[src/rtl/pktdec_pkg.sv]
package pktdec_pkg;

   typedef enum logic [2:0] {
      PS_HUNT,
      PS_KIND,
      PS_ADDR,
      PS_LEN,
      PS_BODY,
      PS_SUM,
      PS_DRAIN
   } parse_st_e;

   typedef enum logic [1:0] {
      DST_NONE,
      DST_REG,
      DST_MEM
   } dest_e;

   typedef struct packed {
      logic kind_bad;
      logic sum_bad;
      logic good;
   } frame_stat_t;

   localparam int unsigned BODY_DEPTH = 256;
   localparam int unsigned BODY_IW    = 8;
   localparam int unsigned COUNT_W    = 9;

endpackage

[src/rtl/pktdec_parser.sv]
module pktdec_parser
   import pktdec_pkg::*;
#(
   parameter logic [7:0] START_CODE       = 8'hA5,
   parameter logic [7:0] KIND_REG         = 8'h01,
   parameter logic [7:0] KIND_MEM         = 8'h02,
   parameter int         ADDR_BYTES       = 2,
   parameter int         TMO_W            = 16,
   parameter bit         USE_IDLE_TIMEOUT = 1'b1,
   localparam int        ADDR_W           = 8 * ADDR_BYTES
) (
   input  logic                 clk,
   input  logic                 rst_n,
   input  logic                 in_valid,
   input  logic [7:0]           in_byte,
   input  logic [TMO_W-1:0]     idle_limit,
   input  logic                 drain_done,
   output logic                 buf_we,
   output logic [BODY_IW-1:0]   buf_idx,
   output logic [7:0]           buf_wdata,
   output logic                 commit_go,
   output dest_e                hdr_dest,
   output logic [ADDR_W-1:0]    hdr_base,
   output logic [COUNT_W-1:0]   hdr_count,
   output logic                 stat_we,
   output frame_stat_t          stat_next
);

   localparam int HSW = 8 * (ADDR_BYTES + 1);
   localparam int HDW = HSW + 8;
   localparam int ACW = (ADDR_BYTES > 1) ? $clog2(ADDR_BYTES) : 1;

   parse_st_e            state;
   logic [HSW-1:0]       hdr_sr;
   logic [HDW-1:0]       hdr_full;
   logic [ACW-1:0]       addr_cnt;
   logic [7:0]           kind_q;
   logic [ADDR_W-1:0]    base_q;
   logic [COUNT_W-1:0]   count_q;
   logic [COUNT_W-1:0]   remain;
   logic [BODY_IW-1:0]   idx;
   logic [7:0]           sum;
   logic                 tmo_fire;
   logic                 in_frame;
   logic                 kind_ok;
   logic                 sum_match;

   assign hdr_full  = {hdr_sr, in_byte};
   assign in_frame  = (state inside {PS_KIND, PS_ADDR, PS_LEN, PS_BODY, PS_SUM});
   assign kind_ok   = (kind_q == KIND_REG) || (kind_q == KIND_MEM);
   assign sum_match = (sum == in_byte);

   always_comb begin
      hdr_dest = DST_NONE;
      if (kind_q == KIND_REG)      hdr_dest = DST_REG;
      else if (kind_q == KIND_MEM) hdr_dest = DST_MEM;
   end

   assign hdr_base  = base_q;
   assign hdr_count = count_q;

   assign buf_we    = in_valid && (state == PS_BODY);
   assign buf_idx   = idx;
   assign buf_wdata = in_byte;

   assign stat_we            = in_valid && (state == PS_SUM);
   assign commit_go          = stat_we && sum_match && kind_ok;
   assign stat_next.kind_bad = !kind_ok;
   assign stat_next.sum_bad  = !sum_match;
   assign stat_next.good     = sum_match && kind_ok;

   generate
      if (USE_IDLE_TIMEOUT) begin : g_tmo
         logic [TMO_W-1:0] idle_cnt;
         always_ff @(posedge clk or negedge rst_n) begin
            if (!rst_n)                   idle_cnt <= '0;
            else if (!in_frame || in_valid) idle_cnt <= '0;
            else                          idle_cnt <= idle_cnt + 1'b1;
         end
         assign tmo_fire = in_frame && !in_valid && (idle_limit != '0) &&
                           (idle_cnt == idle_limit - 1'b1);
      end else begin : g_no_tmo
         assign tmo_fire = 1'b0;
      end
   endgenerate

   always_ff @(posedge clk or negedge rst_n) begin
      if (!rst_n) begin
         state    <= PS_HUNT;
         hdr_sr   <= '0;
         addr_cnt <= '0;
         kind_q   <= '0;
         base_q   <= '0;
         count_q  <= '0;
         remain   <= '0;
         idx      <= '0;
         sum      <= '0;
      end else if (state == PS_DRAIN) begin
         if (drain_done) state <= PS_HUNT;
      end else if (tmo_fire) begin
         state <= PS_HUNT;
      end else if (in_valid) begin
         unique case (state)
            PS_HUNT: begin
               if (in_byte == START_CODE) state <= PS_KIND;
            end
            PS_KIND: begin
               hdr_sr   <= {hdr_sr[HSW-9:0], in_byte};
               sum      <= in_byte;
               addr_cnt <= '0;
               state    <= PS_ADDR;
            end
            PS_ADDR: begin
               hdr_sr <= {hdr_sr[HSW-9:0], in_byte};
               sum    <= sum + in_byte;
               if (addr_cnt == ACW'(ADDR_BYTES - 1)) state <= PS_LEN;
               else addr_cnt <= addr_cnt + 1'b1;
            end
            PS_LEN: begin
               sum     <= sum + in_byte;
               kind_q  <= hdr_full[HDW-1 -: 8];
               base_q  <= hdr_full[8 +: ADDR_W];
               count_q <= (in_byte == 8'd0) ? COUNT_W'(BODY_DEPTH) : {1'b0, in_byte};
               remain  <= (in_byte == 8'd0) ? COUNT_W'(BODY_DEPTH) : {1'b0, in_byte};
               idx     <= '0;
               state   <= PS_BODY;
            end
            PS_BODY: begin
               sum    <= sum + in_byte;
               idx    <= idx + 1'b1;
               remain <= remain - 1'b1;
               if (remain == COUNT_W'(1)) state <= PS_SUM;
            end
            PS_SUM: begin
               state <= commit_go ? PS_DRAIN : PS_HUNT;
            end
            default: state <= PS_HUNT;
         endcase
      end
   end

endmodule

[src/rtl/pktdec_body_buf.sv]
module pktdec_body_buf #(
   parameter int DEPTH = 256,
   parameter int DW    = 8,
   localparam int IW   = $clog2(DEPTH)
) (
   input  logic          clk,
   input  logic          wr_en,
   input  logic [IW-1:0] wr_idx,
   input  logic [DW-1:0] wr_data,
   input  logic [IW-1:0] rd_idx,
   output logic [DW-1:0] rd_data
);

   logic [DW-1:0] store [DEPTH];

   always_ff @(posedge clk) begin
      if (wr_en) store[wr_idx] <= wr_data;
   end

   assign rd_data = store[rd_idx];

endmodule

[src/rtl/pktdec_commit.sv]
module pktdec_commit
   import pktdec_pkg::*;
#(
   parameter int ADDR_W = 16
) (
   input  logic                clk,
   input  logic                rst_n,
   input  logic                go,
   input  dest_e               dest_in,
   input  logic [ADDR_W-1:0]   base_in,
   input  logic [COUNT_W-1:0]  count_in,
   output logic [BODY_IW-1:0]  rd_idx,
   input  logic [7:0]          rd_data,
   output logic                reg_we,
   output logic                mem_we,
   output logic [ADDR_W-1:0]   wr_addr,
   output logic [7:0]          wr_data,
   output logic                done
);

   logic               active;
   dest_e              dest_q;
   logic [ADDR_W-1:0]  base_q;
   logic [COUNT_W-1:0] last_q;
   logic [COUNT_W-1:0] idx_q;

   always_ff @(posedge clk or negedge rst_n) begin
      if (!rst_n) begin
         active <= 1'b0;
         dest_q <= DST_NONE;
         base_q <= '0;
         last_q <= '0;
         idx_q  <= '0;
      end else if (go) begin
         active <= 1'b1;
         dest_q <= dest_in;
         base_q <= base_in;
         last_q <= count_in - 1'b1;
         idx_q  <= '0;
      end else if (active) begin
         if (idx_q == last_q) active <= 1'b0;
         else                 idx_q  <= idx_q + 1'b1;
      end
   end

   assign done    = active && (idx_q == last_q);
   assign rd_idx  = idx_q[BODY_IW-1:0];
   assign reg_we  = active && (dest_q == DST_REG);
   assign mem_we  = active && (dest_q == DST_MEM);
   assign wr_addr = base_q + ADDR_W'(idx_q);
   assign wr_data = rd_data;

endmodule

[src/rtl/frame_msg_decoder.sv]
module frame_msg_decoder
   import pktdec_pkg::*;
#(
   parameter logic [7:0] START_CODE       = 8'hA5,
   parameter logic [7:0] KIND_REG         = 8'h01,
   parameter logic [7:0] KIND_MEM         = 8'h02,
   parameter int         ADDR_BYTES       = 2,
   parameter int         TMO_W            = 16,
   parameter bit         USE_IDLE_TIMEOUT = 1'b1,
   localparam int        ADDR_W           = 8 * ADDR_BYTES
) (
   input  logic               clk,
   input  logic               rst_n,
   input  logic               in_valid,
   input  logic [7:0]         in_byte,
   input  logic [TMO_W-1:0]   idle_limit,
   output logic               reg_we,
   output logic               mem_we,
   output logic [ADDR_W-1:0]  wr_addr,
   output logic [7:0]         wr_data,
   output logic               msg_ok,
   output logic               msg_err,
   output logic [2:0]         status
);

   generate
      if (ADDR_BYTES < 1 || ADDR_BYTES > 4) begin : g_bad_addr
         $error("frame_msg_decoder: ADDR_BYTES must lie in 1..4");
      end
      if (TMO_W < 1 || TMO_W > 32) begin : g_bad_tmo
         $error("frame_msg_decoder: TMO_W must lie in 1..32");
      end
      if (KIND_REG == KIND_MEM) begin : g_bad_kind
         $error("frame_msg_decoder: the two kind codes must differ");
      end
   endgenerate

   logic                buf_we;
   logic [BODY_IW-1:0]  buf_idx;
   logic [7:0]          buf_wdata;
   logic [BODY_IW-1:0]  rd_idx;
   logic [7:0]          rd_data;
   logic                commit_go;
   dest_e               hdr_dest;
   logic [ADDR_W-1:0]   hdr_base;
   logic [COUNT_W-1:0]  hdr_count;
   logic                stat_we;
   frame_stat_t         stat_next;
   logic                drain_done;
   frame_stat_t         stat_q;

   pktdec_parser #(
      .START_CODE       (START_CODE),
      .KIND_REG         (KIND_REG),
      .KIND_MEM         (KIND_MEM),
      .ADDR_BYTES       (ADDR_BYTES),
      .TMO_W            (TMO_W),
      .USE_IDLE_TIMEOUT (USE_IDLE_TIMEOUT)
   ) u_parser (
      .clk        (clk),
      .rst_n      (rst_n),
      .in_valid   (in_valid),
      .in_byte    (in_byte),
      .idle_limit (idle_limit),
      .drain_done (drain_done),
      .buf_we     (buf_we),
      .buf_idx    (buf_idx),
      .buf_wdata  (buf_wdata),
      .commit_go  (commit_go),
      .hdr_dest   (hdr_dest),
      .hdr_base   (hdr_base),
      .hdr_count  (hdr_count),
      .stat_we    (stat_we),
      .stat_next  (stat_next)
   );

   pktdec_body_buf #(
      .DEPTH (BODY_DEPTH),
      .DW    (8)
   ) u_buf (
      .clk     (clk),
      .wr_en   (buf_we),
      .wr_idx  (buf_idx),
      .wr_data (buf_wdata),
      .rd_idx  (rd_idx),
      .rd_data (rd_data)
   );

   pktdec_commit #(
      .ADDR_W (ADDR_W)
   ) u_commit (
      .clk      (clk),
      .rst_n    (rst_n),
      .go       (commit_go),
      .dest_in  (hdr_dest),
      .base_in  (hdr_base),
      .count_in (hdr_count),
      .rd_idx   (rd_idx),
      .rd_data  (rd_data),
      .reg_we   (reg_we),
      .mem_we   (mem_we),
      .wr_addr  (wr_addr),
      .wr_data  (wr_data),
      .done     (drain_done)
   );

   always_ff @(posedge clk or negedge rst_n) begin
      if (!rst_n) begin
         stat_q  <= '0;
         msg_ok  <= 1'b0;
         msg_err <= 1'b0;
      end else begin
         msg_ok  <= stat_we && stat_next.good;
         msg_err <= stat_we && !stat_next.good;
         if (stat_we) stat_q <= stat_next;
      end
   end

   assign status = stat_q;

endmodule

[config.mk]
export PLATFORM = sky130hd
export DESIGN_NAME = frame_msg_decoder
export DESIGN_NICKNAME = d
export VERILOG_FILES = /design/src/rtl/pktdec_pkg.sv /design/src/rtl/pktdec_parser.sv /design/src/rtl/pktdec_body_buf.sv /design/src/rtl/pktdec_commit.sv /design/src/rtl/frame_msg_decoder.sv
export SDC_FILE = /design/constraint.sdc
export NUM_CORES = 2
export LEC_CHECK = 0
export ABC_AREA = 1
export CORE_UTILIZATION = 55
export CTS_CLUSTER_DIAMETER = 200
export DETAILED_ROUTE_END_ITERATION = 16
export GPL_ROUTABILITY_DRIVEN = 0
export PLACE_DENSITY = 0.71
export RECOVER_POWER = 25
export SETUP_SLACK_MARGIN = 0.1
export SYNTH_ARGS = -nofsm -noshare
export SYNTH_HDL_FRONTEND = slang
export SYNTH_HIERARCHICAL = 1
export SYNTH_SLANG_ARGS = --single-unit
[constraint.sdc]
create_clock -name clk -period 4.25 [get_ports clk]
set_input_delay 0.425 -clock clk [delete_from_list [all_inputs] [get_ports clk]]
set_output_delay 0.425 -clock clk [all_outputs]
set_load 0.02 [all_outputs]
# Word level (Yosys, flattened, before mapping)
# Memory sizes are Yosys's and may differ from the RTL's.
# Cells that the tools add are included.
# classes
n_addsub	9
eq_ne	20
n_mux	26
bitwise	2
n_reduce_logical	38
# ops
op	n
$mux 9	4
$pmux 8 s2	2
$mux 3	8
$reduce_and 4->1	5
$pmux 3 s6	1
$pmux 9 s2	1
$sub 9x1->9 const B	2
$add 16x1->16 const B	1
$add 16x9->16	1
$eq 16x16->1	1
$mux 16	1
$reduce_bool 16->1	1
$sub 16x1->16 const B	1
$logic_and 1x1->1	13
$add 9x1->9 const B	1
$eq 3x3->1 const B	3
$eq 9x1->1 const B	1
$eq 9x9->1	1
$add 8x1->8 const B	1
$add 8x8->8	1
$eq 8x1->1 const B	1
$eq 8x2->1 const B	1
$eq 8x8->1	1
$eq 8x8->1 const B	1
24 further kinds	41
# word_totals
regBits	144
ramBits	2048
wordCells	116
mem_count	1
# mem_list
name	depth	word_bits	rd	rd_ports_with_merged_regs	write_ports	line	rtl
u_buf.store	256	8	1	0	1	pktdec_body_buf.sv:14	logic [DW-1:0] store [DEPTH];

# Logic depth before layout (Yosys ltp)
# logic_depth
word_depth	9
depth_mapped	17

# Cells and area by module
# The synthesis kept the hierarchy.
# by_module_without_submodules
module	instances	cells_each	area_per_inst_um2	seq_area_each_um2
pktdec_body_buf	1	6995	83236.1	61499.0
pktdec_parser	1	767	5718.0	2552.4
pktdec_commit	1	369	2596.2	925.9
frame_msg_decoder	1	17	170.2	125.1

# Least setup slack after synthesis
# OpenSTA, ideal clock, no wires.
# synth_timing
path_type	register to register
start	reg u_parser.state[1]
end	mem u_buf.store[162][0] (enable)
setup_time_ns	0.370
arrival_time_ns	2.050
setup_slack_ns	1.830
stages_incl_launch_ff	9
period_less_slack_ns	2.420
path_cell_list	dfrtp_1 > nor2_2 > nand2_1 > buf_2 > nor2_1 > clkbuf_1 > nand3_1 > clkbuf_1 > nor2_1
# synth_between
elab_chain_len	4
# synth_lines
element	line	rtl
from (decl)	pktdec_parser.sv:33	parse_st_e state;
from (signal assigned)	pktdec_parser.sv:135	state <= commit_go ? PS_DRAIN : PS_HUNT;
$eq 3x3->1	pktdec_parser.sv:62	assign buf_we = in_valid && (state == PS_BODY);
$logic_and 1x1->1	pktdec_parser.sv:62	
net buf_we	frame_msg_decoder.sv:38	logic buf_we;
$mux 1	pktdec_body_buf.sv:17	if (wr_en) store[wr_idx] <= wr_data;
$mux 1 (implied by the code)	pktdec_body_buf.sv:17	
to (decl)	pktdec_body_buf.sv:14	
# The timed path passes the listed nets, and every way through them passes these cells.

# Worst setup path after layout
# layout_timing
start	in in_byte[5]
end	mem u_buf.store[6][5], data pin
# layout_rtl
element	line	rtl
from (decl)	frame_msg_decoder.sv:15	input logic [7:0] in_byte,
# No word-level cell before the write port.

==> results_dict.tcl <==
set metrics [dict create \
    ys_seq_elements 2192 \
    dr.pass1.iters 8 \
    antenna_found_initial 8 \
    path_clk_slew_ns 0.07 \
    syn_nets 8201 \
    cts_made_buffers 210 \
    nFillCells 12683 \
    vdd_drop_max_v 0.0005090 \
    max_freq_mhz 238.4 \
    area_delta_synth_final_pct 11.45 \
    p_leak_nw 36.54 \
    vias_per_cell 6.135 \
    core_sq_mm 0.1652 \
    grt_pass1_vias 60750 \
    grt_overflow 0 \
    rows 149 \
    layout-drive-gt1-share_pct 7.146 \
    cp-end-kind "flip-flop" \
    clock_sinks 2192 \
    dieArea_sq_mm 0.1684 \
    ctsHtreeMaxLevel 4 \
    ys.warnings.count 6 \
    synth_top_area_share_pct 67.05 \
    die_x_microns 410.4 \
    clk_path_buf_depth 3 \
    rsz0062_at_grt "true" \
    setup_violations 0 \
    finalHoldWorstSlack_ns 0.05130 \
    start_util_pct 55.53 \
    cellPowerDensity_mw_per_mm2 463.1 \
    hold_violations 0 \
    setup_tns_ns 0 \
    worstMarginPinSlew_ns 3.817 \
    placed_area_sq_mm 0.09435 \
    vias 64398 \
    syn_inst 8148 \
    worst_clock_skew_ns 0.02715 \
    worst_ep_required_time_ns 4.80 \
    fin_nets 8179 \
    min_period_ns 4.195 \
    cap_violations 13 \
    worstPathArrival_ns 4.74 \
    insertion_delay_ns 0.88 \
    path_class "input port to flip-flop" \
    die_h_microns 410.4 \
    cts_tree "built" \
    synth_top_cell_by_area "edfxtp_1" \
    syn_area_sq_mm 0.09172 \
    drv_slew 942 \
    seq_area_frac_synth_pct 70.98 \
    power_mw 47.34 \
    relSlewSlack_pct -154.4 \
    initialDrtViolationCount 8668 \
    violations "capacitance limit, slew limit" \
    hp-class "input port to flip-flop" \
    netlist_top_cells_area "edfxtp_1, nand3_1, nand2_1" \
    dp_hpwl_microns 139100 \
    pin_count 58 \
    ys_types 49 \
    path_max_fanout 68 \
    grt_max_degree 110 \
    fin_crit_sh_pct 98.71 \
    status "complete, but fails checks" \
    start_kind "input port" \
    grt_pass1_wl_microns 375100 \
    grt.total_usage_pct 29.71 \
    wl_per_cell_microns 24.25 \
    root_buffer "clkbuf_16" \
    syn_area_per_cell_sq_um 11.26 \
    postLayoutCellArea_sq_mm 0.1022 \
    drc 0 \
    antenna_left 0 \
    place.port_buffers 57 \
    wirelength_microns 254500 \
]
-- logic make-up (layout without fill, tap and decap cells) --
logic type      Yosys count  in the layout  share of synthesized area [%]
simple gates           5015           5015                          23.61
flops                  2192           2192                          70.98
buf+inv                 715            865                          3.736
compound gates          160            160                         0.9263
xor+xnor                 40             40                         0.3820
fa+ha+maj                26             26                         0.3711
other cells               0              9                              0
-- per-stage QoR --
stage / setup WS (ns) / cells / util (%)
floorplan: 1.830 / 8148 / -
global placement: 0.5010 / 10053 / 57.12
detailed placement: 0.5001 / 10053 / 57.12
CTS: 0.05101 / 10474 / 61.70
global route: 0.03504 / 10487 / 61.87
finish: 0.05477 / 10496 / 61.89
-- Yosys cell counts, drive strengths merged --
cell	instances
o211ai	5
xor2	25
edfxtp	2048
a21oi	30
nand3b	3
or2	6
nor3	19
nor3b	1
o31ai	1
buf	404
and2	1
nor4	6
a31oi	11
dfrtp	144
ha	24
a22oi	1
o311ai	1
nor2	402
o22a	1
nand2b	1
xnor2	15
clkinv	1
inv	183
o21ai	109
fa	2
nand2	2472
o21bai	1
nand4	18
nand3	2086
clkbuf	127
-- power by group --
part | switching (mW) | total, mW | internal, mW
sequential | 0.348 | 24.4 | 24.0
clock | 8.07 | 18.3 | 10.2
combinational | 3.46 | 4.68 | 1.22
-- worst max-delay path: stages --
cell and delay, ns:
dlygate4sd3_1 0.56, buf_8 0.35, clkbuf_1 2.32, buf_4 0.96
-- cell type report --
cell class                 count  area, sq um  area share, %
inverter                     184        762.0         0.7454
multi-input combinational   5241        23310          22.81
timing repair inverter         4        42.54        0.04162
sequential                  2192        65120          63.71
tap                         2189         2739          2.679
antenna                        9        22.52        0.02203
clock inverter               126         1146          1.121
clock buffer                 258         5562          5.441
timing repair buffer         293         3513          3.437
-- layout by cell type (no fill, tap or decap), drive strengths merged, types with 30 or more instances in the layout --
cell	Yosys	final
nand2	2472	2472
dfrtp	144	144
o21ai	109	109
inv	183	192
clkinv	1	101
buf	404	212
nand3	2086	2086
clkdlybuf4s50	0	38
edfxtp	2048	2048
a21oi	30	30
clkbuf	127	281
nor2	402	402
-- path summary, 6_finish.rpt --
check,from,end,slack [ns],depth (start not counted)
setup reg to reg,u_parser/buf_idx[5]$_DFFE_PN0P_,u_buf/store[69][4]$_DFFE_PP_,0.89,3
hold reg to reg,status[1]$_DFFE_PN0P_,status[1]$_DFFE_PN0P_,0.47,2
max in group asynchronous,rst_n,u_commit/idx_q[2]$_DFFE_PN0P_,1.32,2
hold / removal,in_byte[7],u_buf/store[194][7]$_DFFE_PP_,0.05,1
min in group asynchronous,rst_n,u_parser/hdr_base[11]$_DFFE_PN0P_,0.93,2
setup / recovery,in_byte[5],u_buf/store[6][5]$_DFFE_PP_,0.05,4
-- routing by layer --
metal  global-route usage (%)  share of wire [%]  vias up
li1                         -                  -    28470
met1                    41.14                 38    31111
met2                    45.96                 46     4179
met3                    6.379                 12      634
met4                    12.02                3.8        4
met5                        0              0.011        -
-- registers in the layout (all words and copies together), names as in the netlist --
| signal | flops |
|---|---|
| u_parser/hdr_count | 9 |
| u_parser/hdr_sr | 24 |
| u_commit/last_q | 9 |
| u_commit/active | 1 |
| u_parser/remain | 9 |
| u_commit/dest_q | 2 |
| u_parser/state | 3 |
| msg_err | 1 |
| u_parser/buf_idx | 8 |
| status | 3 |
| u_parser/hdr_base | 16 |
| u_commit/base_q | 16 |
| u_buf/store | 2048 |
| u_parser/addr_cnt | 1 |
| msg_ok | 1 |
| u_commit/idx_q | 9 |
| u_parser/sum | 8 |
| u_parser/g_tmo.idle_cnt | 16 |
| u_parser/kind_q | 8 |
-- what timing repair did --
action,4_1_cts,5_1_grt
setup buffers,14,8
gates cloned,15,5
resized for setup,48,38
setup endpoints to repair,14,14
hold buffers,8,0
pin swaps,0,1
endpoints found under the hold margin,232,0
(Power assumes the default switching activity.)
